<file path="src/rtl/eewr_pkg.sv">
package eewr_pkg;
  typedef enum logic [3:0] {
    ST_IDLE,
    ST_WSET,
    ST_WPUL,
    ST_WHLD,
    ST_PACC,
    ST_PGAP,
    ST_BWAIT,
    ST_RACC
  } eewr_st_e;
endpackage

</file>
<file path="src/rtl/eewr_cnt.sv">
module eewr_cnt #(
  parameter int W = 4
) (
  input  logic         clk,
  input  logic         rst_n,
  input  logic         load,
  input  logic [W-1:0] ld_val,
  output logic         last
);
  logic [W-1:0] cnt;

  always_ff @(posedge clk or negedge rst_n) begin
    if (!rst_n)        cnt <= '0;
    else if (load)     cnt <= ld_val;
    else if (cnt > 1)  cnt <= cnt - 1'b1;
  end

  assign last = (cnt <= W'(1));
endmodule

</file>
<file path="src/rtl/eewr_tmo.sv">
module eewr_tmo #(
  parameter int LIMIT = 240000
) (
  input  logic clk,
  input  logic rst_n,
  input  logic clr,
  input  logic run,
  output logic hit
);
  localparam int W = $clog2(LIMIT + 1);
  logic [W-1:0] cnt;

  always_ff @(posedge clk or negedge rst_n) begin
    if (!rst_n)          cnt <= '0;
    else if (clr)        cnt <= '0;
    else if (run && !hit) cnt <= cnt + 1'b1;
  end

  assign hit = run && (cnt >= W'(LIMIT - 1));
endmodule

</file>
<file path="src/rtl/eewr_sync.sv">
module eewr_sync #(
  parameter int STAGES = 2
) (
  input  logic clk,
  input  logic rst_n,
  input  logic d,
  output logic q
);
  logic [STAGES-1:0] sh;

  generate
    if (STAGES == 1) begin : g_one
      always_ff @(posedge clk or negedge rst_n) begin
        if (!rst_n) sh <= '1;
        else        sh <= d;
      end
    end else begin : g_many
      always_ff @(posedge clk or negedge rst_n) begin
        if (!rst_n) sh <= '1;
        else        sh <= {sh[STAGES-2:0], d};
      end
    end
  endgenerate

  assign q = sh[STAGES-1];
endmodule

</file>
<file path="src/rtl/eewr_seq.sv">
module eewr_seq
  import eewr_pkg::*;
#(
  parameter int AW       = 13,
  parameter int CW       = 4,
  parameter int TMO_CLKS = 240000,
  parameter int BLANK    = 4
) (
  input  logic          clk,
  input  logic          rst_n,
  input  logic          req_valid,
  output logic          req_ready,
  input  logic          req_write,
  input  logic [AW-1:0] req_addr,
  input  logic [7:0]    req_wdata,
  input  logic          poll_mode,
  input  logic [CW-1:0] cfg_setup,
  input  logic [CW-1:0] cfg_pulse,
  input  logic [CW-1:0] cfg_access,
  output logic          cmd_done,
  output logic          cmd_err,
  output logic [7:0]    rd_data,
  output logic [AW-1:0] ee_addr,
  output logic [7:0]    ee_dq_out,
  output logic          ee_dq_oe,
  input  logic [7:0]    ee_dq_in,
  output logic          ee_ce_n,
  output logic          ee_oe_n,
  output logic          ee_we_n,
  input  logic          ee_rdy
);
  localparam int BW   = $clog2(BLANK + 1);
  localparam int CNTW = (CW > BW) ? CW : BW;

  eewr_st_e        state, nxt;
  logic [AW-1:0]   cmd_addr;
  logic [7:0]      cmd_data;
  logic            cmd_poll;
  logic            accept, ph_last, ph_load, tmo_hit, tmo_run, rdy_s;
  logic            fin, fin_err;
  logic [CNTW-1:0] ph_val;

  assign accept = req_valid && req_ready;

  // phase timer for setup, strobe, access and blanking
  eewr_cnt #(.W(CNTW)) ph_i (
    .clk(clk), .rst_n(rst_n), .load(ph_load), .ld_val(ph_val), .last(ph_last)
  );

  assign tmo_run = (state == ST_PACC) || (state == ST_PGAP) || (state == ST_BWAIT);
  eewr_tmo #(.LIMIT(TMO_CLKS)) tmo_i (
    .clk(clk), .rst_n(rst_n), .clr(state == ST_WHLD), .run(tmo_run), .hit(tmo_hit)
  );

  eewr_sync #(.STAGES(2)) rdy_i (
    .clk(clk), .rst_n(rst_n), .d(ee_rdy), .q(rdy_s)
  );

  always_comb begin
    nxt     = state;
    fin     = 1'b0;
    fin_err = 1'b0;
    unique case (state)
      ST_IDLE:  if (accept) nxt = req_write ? ST_WSET : ST_RACC;
      ST_WSET:  if (ph_last) nxt = ST_WPUL;
      ST_WPUL:  if (ph_last) nxt = ST_WHLD;
      ST_WHLD:  nxt = cmd_poll ? ST_PACC : ST_BWAIT;
      ST_PACC: begin
        if (ph_last && (ee_dq_in[7] == cmd_data[7])) begin
          nxt = ST_IDLE; fin = 1'b1;
        end else if (tmo_hit) begin
          nxt = ST_IDLE; fin = 1'b1; fin_err = 1'b1;
        end else if (ph_last) begin
          nxt = ST_PGAP;
        end
      end
      ST_PGAP: begin
        if (tmo_hit) begin
          nxt = ST_IDLE; fin = 1'b1; fin_err = 1'b1;
        end else begin
          nxt = ST_PACC;
        end
      end
      ST_BWAIT: begin
        if (ph_last && rdy_s) begin
          nxt = ST_IDLE; fin = 1'b1;
        end else if (tmo_hit) begin
          nxt = ST_IDLE; fin = 1'b1; fin_err = 1'b1;
        end
      end
      ST_RACC:  if (ph_last) begin nxt = ST_IDLE; fin = 1'b1; end
      default:  nxt = ST_IDLE;
    endcase
  end

  assign ph_load = (nxt != state);
  always_comb begin
    unique case (nxt)
      ST_WSET:          ph_val = CNTW'(cfg_setup);
      ST_WPUL:          ph_val = CNTW'(cfg_pulse);
      ST_PACC, ST_RACC: ph_val = CNTW'(cfg_access);
      ST_BWAIT:         ph_val = CNTW'(BLANK);
      default:          ph_val = CNTW'(1);
    endcase
  end

  always_ff @(posedge clk or negedge rst_n) begin
    if (!rst_n) begin
      state    <= ST_IDLE;
      cmd_addr <= '0;
      cmd_data <= '0;
      cmd_poll <= 1'b0;
      cmd_done <= 1'b0;
      cmd_err  <= 1'b0;
      rd_data  <= '0;
    end else begin
      state    <= nxt;
      cmd_done <= fin;
      cmd_err  <= fin_err;
      if (accept) begin
        cmd_addr <= req_addr;
        cmd_data <= req_wdata;
        cmd_poll <= poll_mode;
      end
      if (state == ST_RACC && ph_last) rd_data <= ee_dq_in;
    end
  end

  assign req_ready = (state == ST_IDLE);
  assign ee_addr   = cmd_addr;
  assign ee_dq_out = cmd_data;
  assign ee_dq_oe  = (state == ST_WSET) || (state == ST_WPUL) || (state == ST_WHLD);
  assign ee_we_n   = (state != ST_WPUL);
  assign ee_oe_n   = !((state == ST_PACC) || (state == ST_RACC));
  assign ee_ce_n   = !(ee_dq_oe || !ee_oe_n);


  no_contention_chk: assert property (@(posedge clk) disable iff (!rst_n)
    !(ee_dq_oe && !ee_oe_n));


  strobe_frame_chk: assert property (@(posedge clk) disable iff (!rst_n)
    !ee_we_n |-> (!ee_ce_n && ee_oe_n && ee_dq_oe));


  strobe_stable_chk: assert property (@(posedge clk) disable iff (!rst_n)
    (!ee_we_n && $past(!ee_we_n)) |-> ($stable(ee_addr) && $stable(ee_dq_out)));


  ready_parked_chk: assert property (@(posedge clk) disable iff (!rst_n)
    req_ready |-> (ee_ce_n && ee_we_n && !ee_dq_oe));


  err_with_done_chk: assert property (@(posedge clk) disable iff (!rst_n)
    cmd_err |-> cmd_done);


  done_pulse_chk: assert property (@(posedge clk) disable iff (!rst_n)
    cmd_done |=> !cmd_done);
endmodule

</file>
<file path="config.mk">
export PLATFORM = sky130hd
export DESIGN_NAME = eewr_seq
export DESIGN_NICKNAME = d
export VERILOG_FILES = /design/src/rtl/eewr_pkg.sv /design/src/rtl/eewr_cnt.sv /design/src/rtl/eewr_tmo.sv /design/src/rtl/eewr_sync.sv /design/src/rtl/eewr_seq.sv
export SDC_FILE = /design/constraint.sdc
export NUM_CORES = 1
export LEC_CHECK = 0
export BUFFER_PORTS_ARGS = -buffer_cell sky130_fd_sc_hd__buf_2
export CAP_MARGIN = 0
export CORE_MARGIN = 4
export CORE_UTILIZATION = 40
export DETAILED_ROUTE_END_ITERATION = 10
export GPL_TIMING_DRIVEN = 0
export PLACE_DENSITY = 0.68
export SLEW_MARGIN = 10
export SYNTH_ARGS = -nofsm -noshare
export SYNTH_HDL_FRONTEND = slang
export SYNTH_HIERARCHICAL = 1
export SYNTH_SLANG_ARGS = --single-unit
</file>
<file path="constraint.sdc">
create_clock -name clk -period 4.31 [get_ports clk]
set_input_delay 0.862 -clock clk [delete_from_list [all_inputs] [get_ports clk]]
set_output_delay 0.862 -clock clk [all_outputs]
set_load 0.005 [all_outputs]
</file>
# Word-level counts from Yosys, hierarchy flattened
# Index checks and enable logic that the tools add are counted.
# word_totals
reg_bits,60
memories,0
in_bits,47
wordCells,75
output_inout_bits,36
romBits,0
mem_bits_rw,0
latch_bits,0
# op_classes
n_shift,0
reduce_logical,19
mux,26
n_div,0
bitwise,0
add_sub_neg,2
eq_ne,15
multipliers,0
order_cmp,3
# ops
op,n
$mux 4,11
$mux 18,2
$pmux 4 s8,1
$eq 4x3->1 const B,7
$add 18x1->18 const B,1
$ge 18x18->1 const B,1
$pmux 4 s4,1
$eq 4x2->1 const B,3
$eq 4x1->1 const B,2
$logic_and 1x1->1,6
$logic_or 1x1->1,6
$mux 1,6
$mux 3,2
$gt 4x1->1 const B,1
$le 4x1->1 const B,1
$logic_not 4->1,1
$ne 4x2->1 const B,1
$ne 4x4->1,1
$pmux 1 s4,1
$reduce_bool 2->1,2
$sub 4x1->4 const B,1
$logic_not 1->1,3
$pmux 1 s3,1
$mux 2,1
other kinds (2),2

# Logic depth before layout (Yosys ltp)
# logic_depth
ltp_word,11
ltp_mapped,16
mapped_depth_nobuf,14

# Modules after synthesis
# The synthesis kept the hierarchy.
# by_module_without_submodules
module,area_per_inst_um2,instances,cells_per_inst,seq_area_each_um2
eewr_seq,1783.0,1,145,900.9
eewr_tmo,1051.0,1,108,450.4
eewr_cnt,269.0,1,29,100.1
eewr_sync,52.6,1,2,52.6

# Worst setup path after synthesis
# Ideal clock, no wire load.
# synth_path
path_type,register -> register
from,register tmo_i.cnt[0]
to,register ph_i.cnt[1]
required_ns,4.186
setup_slack_ns,0.979
setup_time_ns,0.124
path_stages_with_launch,14
path_buffers,2
synth_period_minus_slack_ns,3.331
t_arrival_ns,3.207
cell_sequence,dfrtp_1 ha_1 and4_1 buf_6 a221o_1 buf_6 o21ai_0 a211oi_1 o22ai_4 nor3_2 inv_2 o21ai_0 nand2b_1 o31a_1
# synth_via
word_cells_on_any_way,18
classes_between,1 x order compare; 6 x eq/ne; 8 x mux; 3 x reduce/logical
# synth_lines
item,line,source
start: declaration,eewr_tmo.sv:11,logic [W-1:0] cnt;
start signal: assignment,eewr_tmo.sv:16,else if (run && !hit) cnt <= cnt + 1'b1;
$ge 18x18->1 *,eewr_tmo.sv:19,assign hit = run && (cnt >= W'(LIMIT - 1));
$logic_and 1x1->1 *,eewr_tmo.sv:19,
named net tmo_hit,eewr_seq.sv:39,"logic accept, ph_last, ph_load, tmo_hit, tmo_run, rdy_s;"
$mux 4 (on tied branches),"eewr_seq.sv:87, eewr_seq.sv:71",
$mux 4 (on tied branches),"eewr_seq.sv:85, eewr_seq.sv:69",
$pmux 4 s8 *,eewr_seq.sv:63,unique case (state)
named net nxt[2],eewr_seq.sv:35,"eewr_st_e state, nxt;"
$ne 4x4->1 *,eewr_seq.sv:96,assign ph_load = (nxt != state);
named net ph_load,eewr_seq.sv:39,
$mux 4 or $reduce_bool 2->1 (tied branches),n/a,
end signal: assignment,eewr_cnt.sv:14,else if (load) cnt <= ld_val;
end signal: assignment,eewr_cnt.sv:15,else if (cnt > 1) cnt <= cnt - 1'b1;
end: declaration,eewr_cnt.sv:10,logic [W-1:0] cnt;
# Mark *: on every way through the listed nets, which the timed path passes. The rest lies on a longest branch.
# A chain may end at the register's enable or synchronous reset.

# Final worst setup path
# Ends and elaborated chain as after synthesis.

==> summary.txt <==
Global route
  – GRT Residual Overflow: 0
  – Pin count of the biggest net entering global routing: roughly 60
  – Tot GR Track Use: 0.1532
  – First-pass GRT wire length: approximately 12000 µm
  – Vias in the first global route: 2644
  – Initial antenna violation count: 0

Clocking
  – CTS tree: yes
  – Worst skew pair latency: ~0.34 ns
  – Worst-path clk slew: 0.08 ns
  – Root buf cell: clkbuf_8
  – CTS buffer count: 9
  – Postcts setup bufs: 0
  – Clock buffer depth: 2
  – CTS sink cnt: 60
  – Htree depth: 3
  – Post-CTS Hold Buffers: 0

Setup path
  – Crit. End Element: flip-flop
  – Reg2reg start: tmo_i/cnt[0]
  – Critical path class: flip-flop to flip-flop
  – WP data arrival: approximately 3.8 ns
  – Largest stage delay, worst path: between 0.7 and 0.8 ns
  – Reg2reg setup slack: around 0.69 ns
  – Worst Setup Start Kind: flip-flop
  – FF-to-FF path depth: 13
  – Crit-path cells: ha_1 > and4_1 > buf_6 > a221o_1 > buf_6 > o21ai_0 > a211oi_1 > o22ai_4 > nor3_2 > inv_2 > o21ai_1 > nand2b_1 > o31a_1
  – Slowest CP cell: a211oi_1
  – Reg2Reg Capture Point: ph_i/cnt[1]
  – Worst Setup EP: ph_i/cnt[1]
  – Worst Path Required: roughly 4.5 ns
  – Crit-path max FO: 9
  – CP dominant cell by count: buf_6
  – Critical path startpoint: tmo_i/cnt[0]

Yosys
  – Cell with the most instances after synthesis: dfrtp_1
  – Ys flop type: dfrtp_1
  – Synth Register Bits: 60
  – Post-synth top area share: 0.4600
  – Post-synth EDFFs: 0
  – Fraction of registers with async set/reset: 1.000
  – Syn_nets: between 300 and 400
  – Top cell type by total area after synthesis: dfrtp_1
  – Synth unique cells: 64
  – Post-Synthesis Cells: 284
  – Ranking of synthesized cells by area: dfrtp_1 46%, mux2_2 11%, nor2_1 3.8%
  – Post-Synthesis Mean Instance Area: around 11 µm²
  – Commonest cells in the netlist: 58 x dfrtp_1, 32 x mux2_2, 32 x nor2_1
  – Share of the yosys chip area belonging to registers: 0.4766
  – Netlist Area Pre-Place: 3156 µm²
  – YS warnings: 6

Route
  – Via density: about 5.1
  – DRT Wirelength: a little under 7000 µm
  – Drt drc: 0
  – Via count: approximately 2500
  – WL per Instance: between 10 and 15 µm
  – Post-DRT Antenna Nets: 0
  – Drt pass-1 iters: 4
  – Number of DRC markers in iteration 0: 74

Pwr
  – P per Cell Area: between 500 and 600 nW/µm²
  – Pint: 1.442 mW
  – Sw Ratio: 0.3560
  – Power share of the clock group: 0.233
  – Sequential share of power: 0.372
  – Logic pwr share: 0.394
  – Worst VDD drop: roughly 0.00036 V
  – Psw: 0.7974 mW
  – Leak Pwr: roughly 1.8 nW

Finish
  – Final core utilization: 0.5077
  – Area growth syn-to-layout: 23.67%
  – Final Instance Area: approximately 3900 µm²
  – Antenna diodes: 0
  – # nets final: between 400 and 500
  – Fraction of layout cells with a size suffix above 1: 0.4241
  – Filler cells: between 700 and 800

Place
  – Gpl congestion: approximately 0.80
  – Post-DP Area: between 3000 and 4000 µm²
  – Port bufs: a little over 80
  – DP HPWL: just over 5000 µm

STA
  – Fmax: ~0.28 GHz
  – Actual slew at the worst max-slew pin: between 0.8 and 0.9 ns
  – Setup_tns: 0 ns
  – Final Hold Viols: 0
  – Final period util: 0.8391
  – Tmin final: ~3.6 ns
  – RSZ-0062 raised after global routing: no
  – Clk_skew: approximately 0.0073 ns
  – Worst slew margin: 0.4411
  – WHS: 0.3660 ns
  – Setup violators final: 0
  – Final slew viol count: 0

Floorplanning
  – Num ports: 83
  – Die Wd: approximately 97 µm
  – Die Height: ~97 µm
  – Row cnt: 32
  – Core Box Area: ~7700 µm²
  – Initial core utilization: 0.4105
  – Die area: 9374 µm²

Run status
  – Status: finished, final reports clean

Flow run
  – Max cap viols: 0

Worst hold path
  – HP Class: flip-flop to flip-flop
layout by cell type, fill, tap and decap left out, drive strengths merged, types with 3 or more instances in the layout:
cell | synthesis | final
buf | 9 | 91
dfrtp | 58 | 58
nor2 | 33 | 33
mux2 | 32 | 32
nand2 | 17 | 17
clkbuf | 3 | 12
a21oi | 10 | 10
o21ai | 10 | 10
a211oi | 10 | 10
nor3 | 10 | 10
xnor2 | 9 | 9
inv | 5 | 9
nand3 | 8 | 8
nand3b | 4 | 4
and4 | 4 | 4
nand2b | 4 | 4
and3 | 4 | 4
o31ai | 4 | 4
xor2 | 3 | 3
nor2b | 3 | 3
ha | 3 | 3
nand4 | 3 | 3
nor3b | 3 | 3
power groups by stage:
| stage | Combinational [mW] | Sequential, mW | Clock [mW] |
|---|---|---|---|
| after detailed placement | 0.888 | 0.845 | 0 |
| after CTS | 0.892 | 0.835 | 0.537 |
| after global placement | 0.868 | 0.835 | 0 |
| final | 0.884 | 0.834 | 0.522 |
| after global routing | 0.990 | 0.858 | 0.570 |
| after floorplan | 0.591 | 0.845 | 0 |
per-stage QoR:
stage	setup WS, ns	power (mW)	std cells
final	0.6933	2.240	484
after global routing	0.2314	2.418	484
after CTS	0.3960	2.264	484
after detailed placement	0.3993	1.733	468
after global placement	0.4915	1.703	468
after floorplan	0.9794	1.436	284
state kept, by name (all words and copies together), names as in the netlist:
register	flops
tmo_i/cnt	18
ee_addr	13
ee_dq_out	8
rd_data	8
ph_i/cnt	4
state	4
rdy_i/sh	2
cmd_done	1
cmd_err	1
cmd_poll	1
area by class of cell:
cell class	count	area, µm²	share of cell area
clock inverters	7	82.58	0.02116
repair buffers	82	412.9	0.1058
inverters	5	18.77	0.004809
well taps	102	127.6	0.03270
multi-input cells	207	1548	0.3966
flip-flops and latches	60	1504	0.3854
plain buffers	12	85.08	0.02180
clock buffers	9	123.9	0.03174
per-layer routing:
metal / up-vias / part of all wire / GRT usage / routed length [µm]
met5: - / 0 / 0 / 0
met4: 0 / 0.011 / 0.05184 / 76
met3: 6 / 0.055 / 0.05119 / 377
met2: 61 / 0.50 / 0.2590 / 3420
met1: 1176 / 0.43 / 0.1827 / 2956
li1: 1219 / - / - / -
what timing repair did:
action                                  CTS  global route
gates resized for setup                   0             1
endpoints found under the hold margin     0             0
endpoints found under the setup margin    0             1
worst min-delay path by stage:
stage	startpoint	endpoint	slack, ns	cells past startpoint
after floorplan	rdy_i/sh[0]	rdy_i/sh[1]	0.35	0
after global placement	rdy_i/sh[0]	rdy_i/sh[1]	0.35	0
after detailed placement	rdy_i/sh[0]	rdy_i/sh[1]	0.35	0
after CTS	rdy_i/sh[0]	rdy_i/sh[1]	0.37	0
after global routing	rdy_i/sh[0]	rdy_i/sh[1]	0.38	0
final	rdy_i/sh[0]	rdy_i/sh[1]	0.37	0
critical path, delay by kind of cell (launching register included):
| family | cells | cell delay [ns] |
|---|---|---|
| adder cells (fa/ha/maj) | 1 | 0.21 |
| AND/OR/NAND/NOR | 3 | 0.73 |
| buffers and inverters | 3 | 0.40 |
| flip-flops | 1 | 0.41 |
| AO/OA/AOI/OAI | 6 | 1.73 |
logic make-up (layout without fill, tap and decap cells):
group,Yosys count,in the layout,share of synthesized area
AND/OR/NAND/NOR,105,105,0.1939
flip-flops,60,60,0.4766
AO/OA/AOI/OAI,52,52,0.1297
multiplexers,34,34,0.1205
buffers and inverters,17,115,0.03291
XOR/XNOR,12,12,0.03331
adder cells (fa/ha/maj),3,3,0.01190
other,1,1,0.001188
Note: power is estimated with default switching activity, not from simulation.
